[config.mk]
export PLATFORM = sky130hd
export DESIGN_NAME = enc_ssi_readout
export DESIGN_NICKNAME = d
export VERILOG_FILES = /design/src/rtl/enc_ssi_pkg.sv /design/src/rtl/enc_sync.sv /design/src/rtl/enc_mode_ctl.sv /design/src/rtl/enc_ssi_tx.sv /design/src/rtl/enc_ssi_readout.sv
export SDC_FILE = /design/constraint.sdc
export NUM_CORES = 1
export LEC_CHECK = 0
export ABC_AREA = 1
export BUFFER_PORTS_ARGS = -buffer_cell sky130_fd_sc_hd__buf_4
export CAP_MARGIN = 20
export CORE_MARGIN = 1
export CORE_UTILIZATION = 30
export DETAILED_ROUTE_END_ITERATION = 6
export GPL_TIMING_DRIVEN = 0
export PLACE_DENSITY = 0.5
export SLEW_MARGIN = 20
export SYNTH_ARGS = -nofsm -noshare
export SYNTH_HDL_FRONTEND = slang
export SYNTH_SLANG_ARGS = --single-unit
[constraint.sdc]
create_clock -name clk -period 2.23 [get_ports clk]
set_clock_uncertainty 0.2 [all_clocks]
set_input_delay 0.1115 -clock clk [delete_from_list [all_inputs] [get_ports clk]]
set_output_delay 0.1115 -clock clk [all_outputs]
set_load 0.005 [all_outputs]
[src/rtl/enc_ssi_pkg.sv]
package enc_ssi_pkg;
  typedef enum logic [1:0] {
    MODE_NORMAL = 2'd0,
    MODE_HOLD   = 2'd1,
    MODE_ALIGN  = 2'd2
  } mode_e;
endpackage

[src/rtl/enc_sync.sv]
module enc_sync #(
  parameter int W = 1,
  parameter int STAGES = 2,
  parameter logic [W-1:0] RST_VAL = '0
) (
  input  logic         clk,
  input  logic         rst,
  input  logic [W-1:0] d,
  output logic [W-1:0] q
);
  logic [W-1:0] stg [STAGES];

  always_ff @(posedge clk) begin
    if (rst) begin
      for (int i = 0; i < STAGES; i++) stg[i] <= RST_VAL;
    end else begin
      stg[0] <= d;
      for (int i = 1; i < STAGES; i++) stg[i] <= stg[i-1];
    end
  end

  assign q = stg[STAGES-1];
endmodule

[src/rtl/enc_mode_ctl.sv]
module enc_mode_ctl
  import enc_ssi_pkg::*;
#(
  parameter int SETUP_CYC = 100,
  parameter int HOLD_CYC  = 100
) (
  input  logic clk,
  input  logic rst,
  input  logic prog_s,
  input  logic cs_fall,
  output logic align
);
  localparam int SW = $clog2(SETUP_CYC + 1);
  localparam int HW = $clog2(HOLD_CYC + 1);

  mode_e         state;
  logic [SW-1:0] setup_cnt;
  logic [HW-1:0] hold_cnt;

  // Saturating count of consecutive synchronised prog-high clocks
  always_ff @(posedge clk) begin
    if (rst || !prog_s)                 setup_cnt <= '0;
    else if (setup_cnt != SW'(SETUP_CYC)) setup_cnt <= setup_cnt + 1'b1;
  end

  always_ff @(posedge clk) begin
    if (rst) begin
      state    <= MODE_NORMAL;
      hold_cnt <= '0;
    end else begin
      case (state)
        MODE_NORMAL: begin
          hold_cnt <= '0;
          if (cs_fall && prog_s && setup_cnt == SW'(SETUP_CYC)) state <= MODE_HOLD;
        end
        MODE_HOLD: begin
          if (!prog_s) begin
            state <= MODE_NORMAL;
          end else if (hold_cnt == HW'(HOLD_CYC - 1)) begin
            state <= MODE_ALIGN;
          end else begin
            hold_cnt <= hold_cnt + 1'b1;
          end
        end
        MODE_ALIGN: state <= MODE_ALIGN;
        default:    state <= MODE_NORMAL;
      endcase
    end
  end

  assign align = (state == MODE_ALIGN);
endmodule

[src/rtl/enc_ssi_tx.sv]
module enc_ssi_tx #(
  parameter int DATA_W = 10
) (
  input  logic              clk,
  input  logic              rst,
  input  logic              cs_s,
  input  logic              cs_fall,
  input  logic              sclk_rise,
  input  logic [DATA_W-1:0] payload,
  output logic              sdo,
  output logic              sdo_oe
);
  logic [DATA_W-1:0] shadow;

  always_ff @(posedge clk) begin
    if (rst) begin
      shadow <= '0;
      sdo    <= 1'b0;
      sdo_oe <= 1'b0;
    end else begin
      sdo_oe <= !cs_s;
      if (cs_fall) begin
        shadow <= payload;
        sdo    <= 1'b0;
      end else if (cs_s) begin
        sdo    <= 1'b0;
      end else if (sclk_rise) begin
        sdo    <= shadow[DATA_W-1];
        shadow <= {shadow[DATA_W-2:0], 1'b0};
      end
    end
  end
endmodule

[src/rtl/enc_ssi_readout.sv]
module enc_ssi_readout #(
  parameter int DATA_W      = 10,
  parameter int ALIGN_LIMIT = 32,
  parameter int SETUP_CYC   = 100,
  parameter int HOLD_CYC    = 100,
  parameter int SYNC_STAGES = 2
) (
  input  logic              clk,
  input  logic              rst,
  input  logic              cs_n,
  input  logic              sclk,
  input  logic              prog,
  input  logic [DATA_W-1:0] angle,
  input  logic [DATA_W-1:0] amp,
  input  logic              fld_inc,
  input  logic              fld_dec,
  output logic              sdo,
  output logic              sdo_oe,
  output logic              mag_inc,
  output logic              mag_dec,
  output logic              align_active
);
  logic [2:0] pins_s;
  logic cs_s, sclk_s, prog_s;
  logic cs_prev, sclk_prev;
  logic cs_fall, sclk_rise;
  logic over_limit;
  logic [DATA_W-1:0] payload;

  enc_sync #(.W(3), .STAGES(SYNC_STAGES), .RST_VAL(3'b100)) u_sync (
    .clk(clk), .rst(rst), .d({cs_n, sclk, prog}), .q(pins_s)
  );
  assign cs_s   = pins_s[2];
  assign sclk_s = pins_s[1];
  assign prog_s = pins_s[0];

  always_ff @(posedge clk) begin
    if (rst) begin
      cs_prev   <= 1'b1;
      sclk_prev <= 1'b0;
    end else begin
      cs_prev   <= cs_s;
      sclk_prev <= sclk_s;
    end
  end
  assign cs_fall   = cs_prev && !cs_s;
  assign sclk_rise = !sclk_prev && sclk_s;

  enc_mode_ctl #(.SETUP_CYC(SETUP_CYC), .HOLD_CYC(HOLD_CYC)) u_mode (
    .clk(clk), .rst(rst), .prog_s(prog_s), .cs_fall(cs_fall), .align(align_active)
  );

  assign payload    = align_active ? amp : angle;
  assign over_limit = (amp > DATA_W'(ALIGN_LIMIT));

  enc_ssi_tx #(.DATA_W(DATA_W)) u_tx (
    .clk(clk), .rst(rst), .cs_s(cs_s), .cs_fall(cs_fall), .sclk_rise(sclk_rise),
    .payload(payload), .sdo(sdo), .sdo_oe(sdo_oe)
  );

  always_ff @(posedge clk) begin
    if (rst) begin
      mag_inc <= 1'b0;
      mag_dec <= 1'b0;
    end else if (align_active) begin
      mag_inc <= over_limit;
      mag_dec <= over_limit;
    end else begin
      mag_inc <= fld_inc;
      mag_dec <= fld_dec;
    end
  end
endmodule

==> run_results.csv, run 1 <==
group,metric,value,unit
cts,cts_inserted_buffers,5,
drt,drt_iter0_markers,62,
logic_synthesis,post_synth_instance_area,1770,um^2
logic_synthesis,avgSynthCellArea,7.21,um^2
logic_synthesis,synth_top_family_by_area,"simple AND/OR/NAND/NOR gates",
grt,grt_pass1_wl,7260,um
run,cap_violations,0,
cts,cts_tree,"yes",
drt,via_per_inst,4.65,
cells_and_area,diodes,0,
power,p_leak,0.998,nW
die,die_w,78.7,um
grt,overflow,0,
logic_synthesis,yosys.area_share.simple,0.282,
logic_synthesis,synthMuxAreaShare,0,
cts,cts_root_buf,"clkbuf_8",
grt,antenna_found_initial,0,
cts,path_clk_slew,0.07,ns
timing,period_minus_slack,1.84,ns
cells_and_area,num-fill-cells,622,
timing,hold_ws,0.0388,ns
timing,max_slew_margin,0.688,
die,die_h,78.7,um
run_status,outcome,"complete, no violations",
grt,grt_pass1_vias,1675,
cts,cts_max_level,2,
placed_design,gp_congestion,0.758,
logic_synthesis,synth.distinct_cells,28,
cts,cts_max_path_buffers,2,
drt,post_drt_wl_per_cell,11.3,um
worst_hold_path,whs_path_depth,5,
logic_synthesis,synth-compound-area-share,0.170,
worst_setup_path,cp-end-kind,"register",
timing,drv_slew,0,
cells_and_area,nNetsFinal,330,
placed_design,portBuffers,30,
worst_setup_path,critPathArrivalTime,1.82,ns
worst_setup_path,worstRegToRegCells,6,
die,dieArea,6200,um^2
cells_and_area,finalInstanceArea,2370,um^2
timing,max_clock_freq,0.543,GHz
timing,hold_violations,0,
die,start_util,0.315,
worst_setup_path,worstSetupStartpointType,"primary input",
grt,grt_max_degree,13,
grt,track_usage,0.150,
cts,cts_resized,0,
die,coreArea,5610,um^2
logic_synthesis,syn_inst,245,
timing,setup_viol,0,
cts,postCtsSetupRepairBufs,0,
logic_synthesis,yosys_warnings,0,
logic_synthesis,syn_nets,275,
logic_synthesis,synth_adder_area_share,0.0212,
power,p_per_area,587,nW/um^2
timing,rsz0062_at_grt,"no",
timing,worstMarginPinSlew,0.468,ns
timing,finalCritPeriodShare,0.825,
drt,first_pass_iters,4,
worst_hold_path,min_path_type,"primary input to register",
worst_setup_path,required,2.21,ns
cts,cts.sinks,38,
placed_design,place_area,2080,um^2
timing,finalSetupTns,0,ns
drt,wl,4200,um
logic_synthesis,synth-seq-cells,38,
worst_setup_path,path_class,"primary input to register",
cells_and_area,drive_gt1_frac,0.186,
drt,vias,1734,
worst_setup_path,worst-path-max-fanout,2,
power,vdd_drop_max,0.000367,V
cells_and_area,area_growth,34.2,%
logic_synthesis,yosysSeqAreaShare,0.431,
die,row_count,27,
drt,antenna_left,0,
logic_synthesis,yosys.area_share.xor_xnor,0.0149,
placed_design,hpwlAfterDp,2960,um
drt,drc,0,
cts,clk_latency,0.28,ns
die,num_io_pins,32,
-- area by class of cell --
type	count	area, um^2	share of cell area
Timing Repair Buffer	48	405	0.171
Tap cell	72	90.1	0.0380
Inverter	29	109	0.0459
Sequential cell	38	761	0.321
Clock buffer	5	68.8	0.0290
Multi-Input combinational cell	172	862	0.364
Buffer	6	35.0	0.0148
Clock inverter	3	40.0	0.0169
-- registers in the layout, indices dropped and copies added (netlist names) --
register,flops
u_tx.sdo_oe,1
u_mode.state,2
u_mode.setup_cnt,7
u_sync.stg,6
u_mode.hold_cnt,7
mag_dec,1
u_tx.shadow,10
mag_inc,1
sclk_prev,1
u_tx.sdo,1
cs_prev,1
-- synth_stat cells, drive strengths merged --
library cell / count / area share
nor3: 4 / 0.011
inv: 29 / 0.062
or2: 3 / 0.011
xor2: 2 / 0.0099
a21oi: 24 / 0.068
nand3: 13 / 0.040
o21ai: 27 / 0.076
o21a: 1 / 0.0043
buf: 4 / 0.015
nor2: 40 / 0.096
dfxtp: 38 / 0.43
nand2: 44 / 0.11
o211ai: 5 / 0.021
clkbuf: 2 / 0.0050
xnor2: 1 / 0.0050
nand4: 4 / 0.014
nor4: 1 / 0.0035
ha: 3 / 0.021
-- worst max-delay path: stages --
cell and delay (ns):
dlygate4sd3_1 0.55, buf_4 0.14, nor2_1 0.12, nand4_1 0.08
nand2_1 0.07, nand2_1 0.04, nand2_1 0.09, a21oi_1 0.07
dlygate4sd3_1 0.55
-- path summary, 6_finish.rpt --
kind / to / slack, ns / from
hold / removal: u_tx.shadow[5] / 0.04 / angle[5]
setup / recovery: mag_dec / 0.39 / amp[3]
hold reg to reg: u_sync.stg[0][3] / 0.21 / u_sync.stg[0][0]
setup reg to reg: mag_dec / 0.40 / u_mode.state[1]
-- power breakdown --
group,switching (W),internal [W],total (W)
sequential,0.00000763,0.000697,0.000705
combinational,0.0000524,0.0000703,0.000123
clock,0.000235,0.000329,0.000564
total,0.000295,0.00110,0.00139
-- metal layers --
layer,vias up,part of all wire,global-route usage
li1,907,-,-
met1,785,0.49,0.192
met2,31,0.46,0.238
met3,11,0.030,0.0322
met4,0,0.020,0.0722
met5,-,0,0
-- through the flow --
stage	setup slack, ns	utilization	std cells	total power, W
5_1_grt	0.279	0.423	373	0.00147
3_5_place_dp	0.661	0.371	347	0.000817
6_report	0.390	0.423	373	0.00139
4_1_cts	0.374	0.423	373	0.00142
2_1_floorplan	0.834	-	245	0.000764
3_3_place_gp	0.682	0.371	347	0.000818
-- cells in the final DEF (no fill, tap or decap), types with 2 or more instances in the layout --
| cell type | count |
|---|---|
| buf_4 | 30 |
| ha_1 | 3 |
| nor2_4 | 2 |
| or2_2 | 2 |
| nor2_1 | 36 |
| o211ai_1 | 5 |
| o21ai_0 | 26 |
| nand3_1 | 12 |
| inv_1 | 28 |
| clkinv_2 | 2 |
| nor2_2 | 2 |
| nand2_1 | 39 |
| xor2_1 | 2 |
| nand2_4 | 2 |
| a21oi_1 | 24 |
| buf_2 | 3 |
| dfxtp_1 | 38 |
| nand2_2 | 3 |
| nor3_1 | 4 |
| dlygate4sd3_1 | 18 |
| nand4_1 | 4 |
| clkbuf_8 | 5 |
-- what timing repair did --
action / CTS / global route
hold buffers: 18 / 0
setup endpoints to repair: 0 / 0
endpoints found under the hold margin: 17 / 0
-- kinds of logic (layout without fill, tap and decap cells) --
group / count (synthesis) / after routing
fa+ha+maj: 3 / 3
xor+xnor: 3 / 3
flops: 38 / 38
compound gates: 57 / 57
buf+inv: 35 / 91
simple gates: 109 / 109
Power figures use the tool's default switching activity.
==> inputs of run 2 (changes only) <==
Settings changed: ABC_AREA 1 to 0.
Clock period 2.23 ns to 1.9 ns, I/O delays scaled along.
==> run 2 against run 1 <==
  * First-iteration DRC count is 53% higher
  * Total power grew 18%
  * Clock-buffer cell count increased by 1
  * Sequential share of layout area grew 1.9 points
  * Design area decreased by 5.6%
  * Final cell count decreased by 19%
  * Wire length decreased by 12%
  * Register-to-register slack worse by 0.18 ns
  * Critical path type unchanged
  * Highest routed layer unchanged
==> run_results.csv, run 2 <==
group,metric,value,unit
timing,max_clock_freq,0.565,GHz
logic_synthesis,synth_area_leader_cell,"dfxtp_1",
logic_synthesis,postSynth.asyncResetShare,0,
cts,cts_inserted_buffers,5,
worst_setup_path,cp-end-kind,"register",
cts,cts_tree,"yes",
timing,setup_viol,0,
cells_and_area,largest_reg_flops,10,
grt,grt_pass1_wl,6420,um
cts,cts.sinks,38,
cts,cts_max_level,2,
grt,grt_pass1_vias,1389,
worst_setup_path,r2r_setup_slack,0.22,ns
worst_setup_path,rr_endpoint,"u_mode.hold_cnt[6]",
cells_and_area,reg_top3,"u_tx.shadow: 10 flops, u_mode.hold_cnt: 7 flops, u_mode.setup_cnt: 7 flops",
cells_and_area,mostFrequentLayoutCells,"dfxtp_1, buf_4, nor2_1",
drt,drc,0,
run,cap_violations,0,
logic_synthesis,synth.most_common_cell,"dfxtp_1",
die,row_count,27,
run_status,outcome,"complete, no violations",
timing,finalSetupTns,0,ns
timing,worstMarginPinSlew,0.466,ns
placed_design,portBuffers,31,
drt,antenna_left,0,
drt,post_drt_wl_per_cell,12.2,um
worst_setup_path,timing.rr.start,"u_mode.hold_cnt[0]",
timing,hold_violations,0,
worst_setup_path,worstSetupStartpointType,"primary input",
worst_setup_path,path_buf_inv,4,
grt,track_usage,0.136,
placed_design,gp_congestion,0.702,
placed_design,place_area,2060,um^2
cts,path_clk_slew,0.07,ns
cts,clk_latency,0.29,ns
power,p_per_area,732,nW/um^2
worst_setup_path,path_class,"primary input to register",
timing,max_slew_margin,0.689,
logic_synthesis,post_synth_instance_area,1730,um^2
die,coreArea,5540,um^2
logic_synthesis,synth-seq-cells,38,
worst_setup_path,required,1.88,ns
cells_and_area,area_growth,29.2,%
worst_setup_path,slowest_stage,"dlygate4sd3_1",
logic_synthesis,synth_area_leaders,"dfxtp_1, mux2i_1, nor2_1",
die,dieArea,6080,um^2
worst_hold_path,whs_path_depth,4,
die,start_util,0.313,
worst_hold_path,worstHoldStart,"amp[0]",
drt,wl,3710,um
logic_synthesis,yosysSeqAreaShare,0.439,
cells_and_area,regMostFlops,"u_tx.shadow",
grt,overflow,0,
cells_and_area,nNetsFinal,261,
logic_synthesis,yosys_warnings,0,
worst_setup_path,critPathArrivalTime,1.75,ns
timing,drv_slew,0,
timing,period_minus_slack,1.77,ns
cells_and_area,final_common_cell,"dfxtp_1",
timing,fin_ws,0.130,ns
die,num_io_pins,32,
logic_synthesis,synth.top_cell.area_share,0.439,
cts,cts_root_buf,"clkbuf_8",
die,die_w,78,um
logic_synthesis,syn_nets,216,
drt,first_pass_iters,4,
worst_hold_path,min_path_type,"primary input to register",
logic_synthesis,synth_edf_count,0,
logic_synthesis,avgSynthCellArea,9.32,um^2
cells_and_area,drive_gt1_frac,0.247,
grt,grt_max_degree,12,
power,p_leak,0.890,nW
placed_design,dp.cells,289,
worst_setup_path,worstRegToRegCells,4,
worst_hold_path,min_to,"u_tx.shadow[0]",
cells_and_area,finalInstanceArea,2240,um^2
power,vdd_drop_max,0.000480,V
worst_setup_path,crit_top_cell,"dlygate4sd3_1",
drt,via_per_inst,4.74,
logic_synthesis,synth_ff_type,"dfxtp_1",
logic_synthesis,synth_common_cells,"dfxtp_1, nor2_1, a21oi_1",
drt,drt_iter0_markers,95,
worst_setup_path,critical-path-top-delay-family,"buffers and inverters",
die,die_h,78,um
logic_synthesis,syn_inst,186,
placed_design,dp_slack,0.265,ns
timing,rsz0062_at_grt,"no",
cts,cts_max_path_buffers,2,
timing,finalCritPeriodShare,0.932,
grt,antenna_found_initial,0,
cells_and_area,diodes,0,
worst_setup_path,slowest_delay,0.55,ns
placed_design,hpwlAfterDp,2650,um
drt,vias,1437,
worst_setup_path,cp_cell_sequence,"dlygate4sd3_1 -> buf_4 -> buf_6 -> or2_2 -> dlygate4sd3_1",
logic_synthesis,synth.distinct_cells,40,
worst_setup_path,worst-path-max-fanout,10,
cells_and_area,post_layout_nonfiller_instances,303,
run 2: cell types whose count changed after synthesis, moves of 9 or more:
cell	previous run	this run
a22o_1	0	9
nand2_1	39	8
inv_1	28	4
nand3_1	12	3
mux2i_1	0	11
o21ai_0	26	5
nor2_1	36	26
run 2: final cells by class:
cell class	count	area [um^2]
fill	599	3300
multi-input combinational	134	892
sequential	38	761
timing repair buffer	38	303
tap	72	90.1
clock buffer	6	82.6
buffer	9	61.3
clock inverter	1	30.0
inverter	5	18.8
run 2: worst register-to-register path, cell delays in order (launching register included):
cell and delay, ns:
dfxtp_1 0.39, ha_1 0.26, nand2_1 0.13, or4_1 0.49, a21oi_1 0.15
run 2: how the worst max path moves through the flow:
| stage | start | slack, ns | depth (start not counted) | to |
|---|---|---|---|---|
| 2_1_floorplan | u_mode.hold_cnt[0] | 0.38 | 4 | u_mode.hold_cnt[6] |
| 3_3_place_gp | u_mode.state[1] | 0.26 | 7 | u_tx.shadow[7] |
| 3_5_place_dp | u_mode.hold_cnt[0] | 0.26 | 4 | u_mode.hold_cnt[6] |
| 4_1_cts | rst | 0.16 | 5 | u_sync.stg[0][2] |
| 5_1_grt | rst | 0.10 | 5 | u_sync.stg[0][2] |
| 6_report | rst | 0.13 | 5 | u_sync.stg[0][2] |
run 2: kinds of logic (layout without fill, tap and decap cells):
logic type                 count (synthesis)  in the layout  synth area share
adders and majority gates                  3              3            0.0217
AOI/OAI and AO/OA                         40             40             0.153
muxes                                     12             12            0.0700
DFF                                       38             38             0.439
and+or+nand+nor                           73             73             0.240
xor gates and xnor gates                   6              6            0.0303
buffers and inverters                     14             59            0.0462
run 2: timing repair:
action                                 4_1_cts  5_1_grt
endpoints found under the hold margin       12        0
resized for setup                            0        0
setup buffers                                0        0
hold buffers                                 7        0
run 2: where the power goes:
group	internal, W	switching (W)
Combinational	0.0000733	0.0000496
Sequential	0.000810	0.00000655
Clock	0.000420	0.000280
Total	0.00130	0.000336
run 2: metrics by stage:
step / hold WS, ns / total power, W / utilization
finish: 0.0283 / 0.00164 / 0.404
floorplan: -0.0270 / 0.000884 / -
CTS: 0.0168 / 0.00166 / 0.404
global route: 0.0336 / 0.00171 / 0.404
global placement: 0.0813 / 0.000947 / 0.371
detailed placement: 0.0829 / 0.000947 / 0.371
run 2: per-layer routing:
| layer | track usage | up-vias | share of wire |
|---|---|---|---|
| met5 | 0 | - | 0 |
| met4 | 0.0574 | 0 | 0.019 |
| met1 | 0.187 | 654 | 0.52 |
| met2 | 0.201 | 29 | 0.43 |
| li1 | - | 743 | - |
| met3 | 0.0329 | 11 | 0.034 |
